$ cat src/rtl/tsf_pkg.sv
package tsf_pkg;

   localparam int ADDR_W    = 24;
   localparam int HDR_BYTES = 4;
   localparam int FRAME_MAX = 64;

   typedef enum logic [2:0] {
      ST_IDLE,
      ST_SETUP,
      ST_HDR,
      ST_POLL,
      ST_DLOAD,
      ST_DXFER,
      ST_HOLD
   } tsf_state_e;

   typedef enum logic [1:0] {
      PH_IDLE,
      PH_HDR,
      PH_POLL,
      PH_DATA
   } tsf_phase_e;

   // Header byte selector: byte 0 is the command, bytes 1..3 the address, MSB first.
   function automatic logic [7:0] tsf_hdr_byte(input logic              rd,
                                               input logic [5:0]        cnt_m1,
                                               input logic [ADDR_W-1:0] addr,
                                               input logic [1:0]        sel);
      case (sel)
         2'd0:    tsf_hdr_byte = {rd, 1'b1, cnt_m1};
         2'd1:    tsf_hdr_byte = addr[23:16];
         2'd2:    tsf_hdr_byte = addr[15:8];
         default: tsf_hdr_byte = addr[7:0];
      endcase
   endfunction

endpackage

$ cat src/rtl/tsf_shifter.sv
module tsf_shifter #(
   parameter int CLK_DIV   = 4,
   parameter bit SYNC_MISO = 1'b1
) (
   input  logic       clk,
   input  logic       rst_n,
   input  logic       start,
   input  logic [7:0] tx_byte,
   input  logic       miso,
   output logic       sclk,
   output logic       mosi,
   output logic [7:0] rx_byte,
   output logic       done
);

   localparam int DW = (CLK_DIV > 1) ? $clog2(CLK_DIV) : 1;

   logic          miso_s;
   logic [DW-1:0] div_q;
   logic [2:0]    bit_q;
   logic [7:0]    tx_q;
   logic [7:0]    rx_q;
   logic          sclk_q;
   logic          act_q;
   logic          done_q;
   logic          tick;

   generate
      if (SYNC_MISO) begin : g_sync
         logic [1:0] sync_q;
         always_ff @(posedge clk or negedge rst_n) begin
            if (!rst_n) sync_q <= '0;
            else        sync_q <= {sync_q[0], miso};
         end
         assign miso_s = sync_q[1];
      end else begin : g_direct
         assign miso_s = miso;
      end
   endgenerate

   assign tick = (div_q == DW'(CLK_DIV - 1));

   always_ff @(posedge clk or negedge rst_n) begin
      if (!rst_n) begin
         div_q  <= '0;
         bit_q  <= '0;
         tx_q   <= '0;
         rx_q   <= '0;
         sclk_q <= 1'b0;
         act_q  <= 1'b0;
         done_q <= 1'b0;
      end else begin
         done_q <= 1'b0;
         if (!act_q) begin
            if (start) begin
               act_q  <= 1'b1;
               tx_q   <= tx_byte;
               bit_q  <= '0;
               div_q  <= '0;
               sclk_q <= 1'b0;
            end
         end else if (!tick) begin
            div_q <= div_q + 1'b1;
         end else begin
            div_q <= '0;
            if (!sclk_q) begin
               sclk_q <= 1'b1;
               rx_q   <= {rx_q[6:0], miso_s};
            end else begin
               sclk_q <= 1'b0;
               if (bit_q == 3'd7) begin
                  act_q  <= 1'b0;
                  done_q <= 1'b1;
               end else begin
                  bit_q <= bit_q + 1'b1;
                  tx_q  <= {tx_q[6:0], 1'b0};
               end
            end
         end
      end
   end

   assign sclk    = sclk_q;
   assign mosi    = act_q & tx_q[7];
   assign rx_byte = rx_q;
   assign done    = done_q;

   AST_MOSI_STEADY_HIGH: assert property (@(posedge clk) disable iff (!rst_n)
      (sclk_q && $past(sclk_q)) |-> $stable(mosi));

endmodule

$ cat src/rtl/tsf_seq.sv
module tsf_seq
   import tsf_pkg::*;
#(
   parameter int MAX_BYTES = 64,
   parameter int LEN_W     = 7,
   parameter int POLL_W    = 16,
   parameter int CLK_DIV   = 4
) (
   input  logic              clk,
   input  logic              rst_n,
   input  logic              start,
   input  logic              req_read,
   input  logic [LEN_W-1:0]  req_len,
   input  logic [ADDR_W-1:0] req_addr,
   input  logic [POLL_W-1:0] poll_limit,
   input  logic [7:0]        wr_data,
   input  logic              wr_valid,
   output logic              wr_ready,
   output logic [7:0]        rd_data,
   output logic              rd_valid,
   output logic              sh_start,
   output logic [7:0]        sh_tx,
   input  logic              sh_done,
   input  logic [7:0]        sh_rx,
   output logic              cs_n,
   output logic              busy,
   output logic              done,
   output logic              err_len,
   output logic              err_timeout,
   output tsf_phase_e        phase
);

   localparam int GW = (CLK_DIV > 1) ? $clog2(CLK_DIV) : 1;

   tsf_state_e        state;
   logic              rd_q;
   logic [LEN_W-1:0]  len_q;
   logic [ADDR_W-1:0] addr_q;
   logic [POLL_W-1:0] lim_q;
   logic [LEN_W-1:0]  idx_q;
   logic [POLL_W-1:0] poll_q;
   logic [GW-1:0]     gap_q;
   logic              cs_q;
   logic              done_q;
   logic              errl_q;
   logic              errt_q;
   logic              shs_q;
   logic [7:0]        shtx_q;
   logic              rdv_q;
   logic [7:0]        rdd_q;

   logic              len_ok;
   logic              gap_last;
   logic              poll_spent;
   logic [5:0]        cnt_m1;

   assign len_ok     = (req_len != '0) && (req_len <= LEN_W'(MAX_BYTES));
   assign gap_last   = (gap_q == GW'(CLK_DIV - 1));
   assign poll_spent = (({1'b0, poll_q} + 1'b1) >= {1'b0, lim_q});
   assign cnt_m1     = 6'(len_q - 1'b1);

   always_ff @(posedge clk or negedge rst_n) begin
      if (!rst_n) begin
         state  <= ST_IDLE;
         rd_q   <= 1'b0;
         len_q  <= '0;
         addr_q <= '0;
         lim_q  <= '0;
         idx_q  <= '0;
         poll_q <= '0;
         gap_q  <= '0;
         cs_q   <= 1'b1;
         done_q <= 1'b0;
         errl_q <= 1'b0;
         errt_q <= 1'b0;
         shs_q  <= 1'b0;
         shtx_q <= '0;
         rdv_q  <= 1'b0;
         rdd_q  <= '0;
      end else begin
         shs_q  <= 1'b0;
         done_q <= 1'b0;
         rdv_q  <= 1'b0;
         case (state)
            ST_IDLE: begin
               if (start) begin
                  if (len_ok) begin
                     rd_q   <= req_read;
                     len_q  <= req_len;
                     addr_q <= req_addr;
                     lim_q  <= poll_limit;
                     errl_q <= 1'b0;
                     errt_q <= 1'b0;
                     cs_q   <= 1'b0;
                     gap_q  <= '0;
                     state  <= ST_SETUP;
                  end else begin
                     errl_q <= 1'b1;
                  end
               end
            end
            ST_SETUP: begin
               if (gap_last) begin
                  idx_q  <= '0;
                  shs_q  <= 1'b1;
                  shtx_q <= tsf_hdr_byte(rd_q, cnt_m1, addr_q, 2'd0);
                  state  <= ST_HDR;
               end else begin
                  gap_q <= gap_q + 1'b1;
               end
            end
            ST_HDR: begin
               if (sh_done) begin
                  shs_q <= 1'b1;
                  if (idx_q == LEN_W'(HDR_BYTES - 1)) begin
                     poll_q <= '0;
                     shtx_q <= 8'h00;
                     state  <= ST_POLL;
                  end else begin
                     idx_q  <= idx_q + 1'b1;
                     shtx_q <= tsf_hdr_byte(rd_q, cnt_m1, addr_q, idx_q[1:0] + 2'd1);
                  end
               end
            end
            ST_POLL: begin
               if (sh_done) begin
                  if (sh_rx[0]) begin
                     idx_q <= '0;
                     state <= ST_DLOAD;
                  end else if (poll_spent) begin
                     errt_q <= 1'b1;
                     gap_q  <= '0;
                     state  <= ST_HOLD;
                  end else begin
                     poll_q <= poll_q + 1'b1;
                     shs_q  <= 1'b1;
                     shtx_q <= 8'h00;
                  end
               end
            end
            ST_DLOAD: begin
               if (rd_q) begin
                  shs_q  <= 1'b1;
                  shtx_q <= 8'h00;
                  state  <= ST_DXFER;
               end else if (wr_valid) begin
                  shs_q  <= 1'b1;
                  shtx_q <= wr_data;
                  state  <= ST_DXFER;
               end
            end
            ST_DXFER: begin
               if (sh_done) begin
                  if (rd_q) begin
                     rdv_q <= 1'b1;
                     rdd_q <= sh_rx;
                  end
                  if (idx_q == len_q - 1'b1) begin
                     gap_q <= '0;
                     state <= ST_HOLD;
                  end else begin
                     idx_q <= idx_q + 1'b1;
                     state <= ST_DLOAD;
                  end
               end
            end
            ST_HOLD: begin
               if (gap_last) begin
                  cs_q   <= 1'b1;
                  done_q <= 1'b1;
                  state  <= ST_IDLE;
               end else begin
                  gap_q <= gap_q + 1'b1;
               end
            end
            default: state <= ST_IDLE;
         endcase
      end
   end

   always_comb begin
      case (state)
         ST_HDR:             phase = PH_HDR;
         ST_POLL:            phase = PH_POLL;
         ST_DLOAD, ST_DXFER: phase = PH_DATA;
         default:            phase = PH_IDLE;
      endcase
   end

   assign wr_ready    = (state == ST_DLOAD) && !rd_q;
   assign rd_data     = rdd_q;
   assign rd_valid    = rdv_q;
   assign sh_start    = shs_q;
   assign sh_tx       = shtx_q;
   assign cs_n        = cs_q;
   assign busy        = (state != ST_IDLE);
   assign done        = done_q;
   assign err_len     = errl_q;
   assign err_timeout = errt_q;

   AST_REFUSED_NO_CS: assert property (@(posedge clk) disable iff (!rst_n)
      $rose(errl_q) |-> (cs_n && !busy));
   AST_DONE_WHEN_IDLE: assert property (@(posedge clk) disable iff (!rst_n)
      done |-> (!busy && cs_n));
   AST_TIMEOUT_FROM_POLL: assert property (@(posedge clk) disable iff (!rst_n)
      $rose(errt_q) |-> ($past(phase) == PH_POLL));

endmodule

$ cat src/rtl/tpm_spi_framer.sv
module tpm_spi_framer
   import tsf_pkg::*;
#(
   parameter int MAX_BYTES = 64,
   parameter int LEN_W     = $clog2(MAX_BYTES + 1),
   parameter int POLL_W    = 16,
   parameter int CLK_DIV   = 4,
   parameter bit SYNC_MISO = 1'b1
) (
   input  logic              clk,
   input  logic              rst_n,
   input  logic              start,
   input  logic              req_read,
   input  logic [LEN_W-1:0]  req_len,
   input  logic [23:0]       req_addr,
   input  logic [POLL_W-1:0] poll_limit,
   input  logic [7:0]        wr_data,
   input  logic              wr_valid,
   output logic              wr_ready,
   output logic [7:0]        rd_data,
   output logic              rd_valid,
   output logic              busy,
   output logic              done,
   output logic              err_len,
   output logic              err_timeout,
   output logic              sclk,
   output logic              cs_n,
   output logic              mosi,
   input  logic              miso
);

   generate
      if (MAX_BYTES < 1 || MAX_BYTES > FRAME_MAX) begin : g_bad_max
         $error("MAX_BYTES must lie in 1..64");
      end
      if (LEN_W < $clog2(MAX_BYTES + 1)) begin : g_bad_lenw
         $error("LEN_W too narrow for MAX_BYTES");
      end
      if (CLK_DIV < 1) begin : g_bad_div
         $error("CLK_DIV must be at least 1");
      end
      if (SYNC_MISO && CLK_DIV < 3) begin : g_bad_sync
         $error("synchronised MISO needs CLK_DIV of 3 or more");
      end
      if (POLL_W < 1) begin : g_bad_poll
         $error("POLL_W must be at least 1");
      end
   endgenerate

   logic       sh_start;
   logic [7:0] sh_tx;
   logic       sh_done;
   logic [7:0] sh_rx;
   tsf_phase_e phase;

   tsf_seq #(
      .MAX_BYTES (MAX_BYTES),
      .LEN_W     (LEN_W),
      .POLL_W    (POLL_W),
      .CLK_DIV   (CLK_DIV)
   ) u_seq (
      .clk         (clk),
      .rst_n       (rst_n),
      .start       (start),
      .req_read    (req_read),
      .req_len     (req_len),
      .req_addr    (req_addr),
      .poll_limit  (poll_limit),
      .wr_data     (wr_data),
      .wr_valid    (wr_valid),
      .wr_ready    (wr_ready),
      .rd_data     (rd_data),
      .rd_valid    (rd_valid),
      .sh_start    (sh_start),
      .sh_tx       (sh_tx),
      .sh_done     (sh_done),
      .sh_rx       (sh_rx),
      .cs_n        (cs_n),
      .busy        (busy),
      .done        (done),
      .err_len     (err_len),
      .err_timeout (err_timeout),
      .phase       (phase)
   );

   tsf_shifter #(
      .CLK_DIV   (CLK_DIV),
      .SYNC_MISO (SYNC_MISO)
   ) u_shift (
      .clk     (clk),
      .rst_n   (rst_n),
      .start   (sh_start),
      .tx_byte (sh_tx),
      .miso    (miso),
      .sclk    (sclk),
      .mosi    (mosi),
      .rx_byte (sh_rx),
      .done    (sh_done)
   );

   AST_SCLK_UNDER_CS: assert property (@(posedge clk) disable iff (!rst_n)
      sclk |-> !cs_n);
   AST_POLL_MOSI_LOW: assert property (@(posedge clk) disable iff (!rst_n)
      (phase == PH_POLL) |-> !mosi);
   AST_DONE_AT_RELEASE: assert property (@(posedge clk) disable iff (!rst_n)
      $rose(cs_n) |-> done);

endmodule

$ cat config.mk
export PLATFORM = sky130hd
export DESIGN_NAME = tpm_spi_framer
export DESIGN_NICKNAME = d
export VERILOG_FILES = /design/src/rtl/tsf_pkg.sv /design/src/rtl/tsf_shifter.sv /design/src/rtl/tsf_seq.sv /design/src/rtl/tpm_spi_framer.sv
export SDC_FILE = /design/constraint.sdc
export NUM_CORES = 1
export LEC_CHECK = 0
export CAP_MARGIN = 20
export CORE_MARGIN = 2
export CORE_UTILIZATION = 33
export DETAILED_ROUTE_END_ITERATION = 8
export PLACE_DENSITY_LB_ADDON = 0.1
export SLEW_MARGIN = 40
export SYNTH_ARGS = -nofsm -noshare
export SYNTH_HDL_FRONTEND = slang
export SYNTH_HIERARCHICAL = 1
export SYNTH_SLANG_ARGS = --single-unit
$ cat constraint.sdc
create_clock -name clk -period 10.57 [get_ports clk]
set_input_delay 2.6425 -clock clk [delete_from_list [all_inputs] [get_ports clk]]
set_output_delay 2.6425 -clock clk [all_outputs]
set_load 0.01 [all_outputs]
# Yosys cells after proc, flatten, opt, wreduce, memory -nomap -nowiden
# Cells that the tools add are included.
[op_classes] addsub=8 n_mul=0 n_div=0 n_lt_le_gt_ge=2 eq_ne=34 shift=0 muxes=94 n_bitwise=2 reduce_logical=28
[ops] operator="$mux W8" n=13
[ops] operator="$mux W16" n=5
[ops] operator="$mux W3" n=17
[ops] operator="$mux W7" n=7
[ops] operator="$pmux W16 S2" n=1
[ops] operator="$pmux W8 S4" n=1
[ops] operator="$mux W1" n=31
[ops] operator="$pmux W7 S4" n=1
[ops] operator="$mux W2" n=12
[ops] operator="$pmux W8 S3" n=1
[ops] operator="$ne A2 B1 Y1 const B" n=11
[ops] operator="$pmux W3 S7" n=1
[ops] operator="$add A16 B1 Y17 const B" n=1
[ops] operator="$ge A17 B16 Y1" n=1
[ops] operator="$add A16 B1 Y16 const B" n=1
[ops] operator="$ne A2 B2 Y1 const B" n=8
[ops] operator="$eq A3 B3 Y1 const B" n=4
[ops] operator="$reduce_and A6 Y1" n=2
[ops] operator="$reduce_bool A4 Y1" n=3
[ops] operator="$reduce_and A10 Y1" n=1
[ops] operator="$reduce_and A3 Y1" n=3
[ops] operator="$reduce_and A9 Y1" n=1
[ops] operator="$pmux W2 S4" n=1
[ops] operator="$reduce_and A4 Y1" n=2
[ops] operator="28 further kinds" n=39
[totals] ff_bits=124 latchBits=0 ram_bits=0 mem_bits_ro=0 mem_count=0

# Longest topological paths before layout
[depth] word_depth=6 ltp_mapped=14

# Modules after synthesis
# The synthesis kept the hierarchy.
[modules_own_cells] module="tsf_seq" n_inst=1 cells_per_inst=551 area_per_inst_um2=5610.4
[modules_own_cells] module="tsf_shifter" n_inst=1 cells_per_inst=78 area_per_inst_um2=1158.6

# Least setup slack after synthesis
# Ideal clock, no wire load.
[synth_timing] path_kind="input port to flip-flop" startpoint="input req_len[1]" endpoint="register u_seq.addr_q[10]" arrival_ns=4.395 path_slack_ns=6.050 cell_stages=7 path_buffers=2 cell_sequence="or4_1 -> or3_1 -> and2_1 -> nand3_2 -> buf_4 -> buf_6 -> mux2_2"
[synth_between] elab_chain_len=3 elab_cells_between_ends=4
[synth_rtl] element="from (decl)" line="tpm_spi_framer.sv:14" text="input logic [LEN_W-1:0] req_len,"
[synth_rtl] element="$le A7 B7 Y1 / $reduce_bool A7 Y1 (equally long branches)" line="tsf_seq.sv:57" text="assign len_ok = (req_len != '0) && (req_len <= LEN_W'(MAX_BYTES));"
[synth_rtl] element="$logic_and A1 B1 Y1 (*)" line="tsf_seq.sv:57"
[synth_rtl] element="$reduce_and A3 Y1 (no source line) (*)"
[synth_rtl] element="to (signal assigned)" line="tsf_seq.sv:90" text="addr_q <= req_addr;"
[synth_rtl] element="to (decl)" line="tsf_seq.sv:38" text="logic [ADDR_W-1:0] addr_q;"
# Every way passes the cells marked *; elsewhere a longest branch is shown, timed or not.
# A chain may end at the register's enable or synchronous reset.

# Worst setup path after layout
[layout_timing] startpoint="input req_len[1]" endpoint="register u_seq.addr_q[4]"
# Same word-level chain as after synthesis.

==> impl_metrics.yaml <==
outcome:
  status: "complete, no violations"
placed_design:
  dp_hpwl_um: 11480
  pre_cts_ws_ps: 4907
  postPlaceCellArea_sq_um: 7769
  place_inst: 954
  place.gp.congestion: 0.8412
  io_buffers: 77
worst_setup_path:
  cpLargestDelayFamily: "simple AND/OR/NAND/NOR gates"
  worst_r2r_path_depth: 13
  path_depth: 7
  critPathLaunch: "req_len[1]"
  reg2reg_from: "u_seq/poll_q[0]"
  rrSetupSlack_ps: 6610
  crit_type: "input pin to register"
  crit_fanout: 31
  worst_path_largest_cell_delay_ps: 600
  timing.rr.end: "u_seq/sh_tx[4]"
  crit_end: "u_seq/addr_q[4]"
  cp_slowest_cell: "or4_1"
  path_cells: "clkdlybuf4s50_1 > or4_1 > or3_1 > and2_1 > nand3_2 > buf_4 > mux2_2"
  worst_ep_arrival_time_ps: 5500
  cp_data_required_time_ps: 10870
  critPathBufInv: 2
  critPathLaunchType: "input pin"
  endpoint_kind: "register"
floorplan:
  dieHeight_um: 147.2
  ios: 78
  fp.dieArea_sq_um: 21660
  row_count: 52
  die_w_um: 147.2
  core_sq_um: 20170
  start_util_pct: 33.54
synthesis:
  syn_nets: 715
  netlist_area_sq_um: 6764
  syn_avg_cell_area_sq_um: 10.77
  ys_warn_count: 6
  synth_cells: 628
power:
  switching_share_pct: 21.94
  leakagePower_nw: 3.754
  p_per_area_nw_per_um2: 134.2
  p_comb_share_pct: 3.3
  peakVddDrop_mv: 0.1024
  total_power_mw: 1.128
  power_frac_seq_pct: 42.4
  p_sw_mw: 0.2475
  internal-power_mw: 0.8806
  clkPwrFrac_pct: 54.3
drt:
  drt_iter0_markers: 303
  drt_wl_total_um: 16180
  drc: 0
  detail-route-antenna-nets: 0
  vias: 5010
  viasPerCell: 5.081
  drtPass1Iterations: 5
  post_drt_wl_per_cell_um: 16.41
worst_hold_path:
  worstHoldPathType: "register to register"
timing:
  hold_slack_ps: 351.1
  finalHoldViolations: 0
  min_period_over_period_pct: 49.20
  clock.fmax_mhz: 192.3
  fin_ws_ps: 5370
  final_max_slew_viol_count: 0
  tightestPinTransition_ps: 772.4
  setup_viol: 0
  fin_tns_setup_ps: 0
  slew-limit-headroom_pct: 48.20
  layout_min_cycle_time_ps: 5200
  grt_setup_unrepaired: "false"
  skew_ps: 9.354
global_routing:
  grt_pass1_wl_um: 27080
  antenna_found_initial: 0
  grt_pass1_vias: 5406
  track_usage_pct: 15.69
  overflow: 0
  grt_max_degree: 79
cts:
  hold_buffers: 0
  cts_setup_buffers: 0
  clock-sinks: 124
  cts_buffer_depth: 2
  cts_root_buffer: "clkbuf_16"
  cts_tree: "done"
  cts_buffers: 17
  htreeDepth: 4
  insertion_delay_ps: 410
  clk_pin_slew_ps: 60
  cts.repair.resized: 0
layout:
  finalNonFillerCells: 986
  utilization_pct: 41.69
  drive_above_1_share_pct: 19.97
  final_nets: 790
  nFillCells: 1941
  antenna-diode-count: 0
  finalInstanceArea_sq_um: 8408
  area_delta_synth_final_pct: 24.31
flow_run:
  cap_violations: 0
## cell type report
type | count | area, sq um | share of cell area, %
Tap cell | 270 | 337.8 | 4.018
Multi-Input combinational cell | 426 | 3334 | 39.66
Clock buffer | 18 | 439.2 | 5.223
Sequential cell | 124 | 3104 | 36.92
Timing Repair Buffer | 82 | 812.0 | 9.658
Clock inverter | 14 | 185.2 | 2.202
Inverter | 52 | 195.2 | 2.321
## cell usage in the layout (no fill, tap or decap), types with 4 or more instances in the layout
master           instances
a21o_1                   5
a21oi_1                 26
a221oi_1                 9
a22o_1                   4
a31oi_1                  9
and2_1                   4
and3_1                   5
buf_4                    5
clkbuf_16               17
clkdlybuf4s50_1         76
clkinv_4                 4
dfrtp_1                123
ha_1                    26
inv_1                   51
mux2_2                  80
mux2_4                   7
mux2i_1                 17
nand2_1                 38
nand2b_1                 6
nand3_1                 16
nand4_1                  7
nor2_1                  31
nor3_1                  10
o21a_1                   6
o21ai_0                 27
or2_2                    4
or3_1                    6
xnor2_1                 17
xor2_1                   6
## worst register-to-register path, stage by stage (launching register included)
cell and delay [ps]:
dfrtp_1 420, ha_1 290, nand4_1 220, nor4_1 590, nand3_1 180, xnor2_1 250
ha_1 290, a21o_1 160, a21oi_1 120, o21ai_0 150, a31oi_1 190, buf_4 210
a21o_1 380, mux2_2 390
## state kept, by name, indices dropped and copies added, names as in the netlist, 2 cells and up
name and count:
u_seq/addr_q 24, u_seq/gap_q 2, u_seq/idx_q 7, u_seq/len_q 7, u_seq/lim_q 16, u_seq/poll_q 16, u_seq/rd_data 8, u_seq/sh_tx 8
u_seq/state 3, u_shift/bit_q 3, u_shift/div_q 2, u_shift/g_sync.sync_q 2, u_shift/rx_byte 8, u_shift/tx_q 8
## layer usage
| layer | vias up | global-route usage (%) | routed length [um] |
|---|---|---|---|
| met3 | 11 | 3.478 | 629 |
| li1 | 2410 | - | - |
| met2 | 127 | 26.29 | 7840 |
| met4 | 0 | 4.615 | 142 |
| met5 | - | 0 | 0 |
| met1 | 2462 | 20.41 | 7569 |
## how the worst min path moves through the flow
stage / start / end / slack [ps] / depth (start not counted)
floorplan: u_shift/g_sync.sync_q[0] / u_shift/g_sync.sync_q[1] / 330 / 0
global placement: u_shift/g_sync.sync_q[0] / u_shift/g_sync.sync_q[1] / 340 / 0
detailed placement: u_shift/g_sync.sync_q[0] / u_shift/g_sync.sync_q[1] / 340 / 0
CTS: u_shift/g_sync.sync_q[0] / u_shift/g_sync.sync_q[1] / 350 / 0
global route: u_shift/g_sync.sync_q[0] / u_shift/g_sync.sync_q[1] / 380 / 0
finish: u_shift/g_sync.sync_q[0] / u_shift/g_sync.sync_q[1] / 350 / 0
## power by group through the flow
stage	Combinational, mW	Clock, mW	Sequential [mW]
final	0.0370	0.613	0.478
after global routing	0.0411	0.650	0.478
after CTS	0.0382	0.630	0.478
after detailed placement	0.0380	0	0.487
after global placement	0.0374	0	0.487
after floorplan	0.00256	0	0.486
Power figures use the tool's default switching activity.
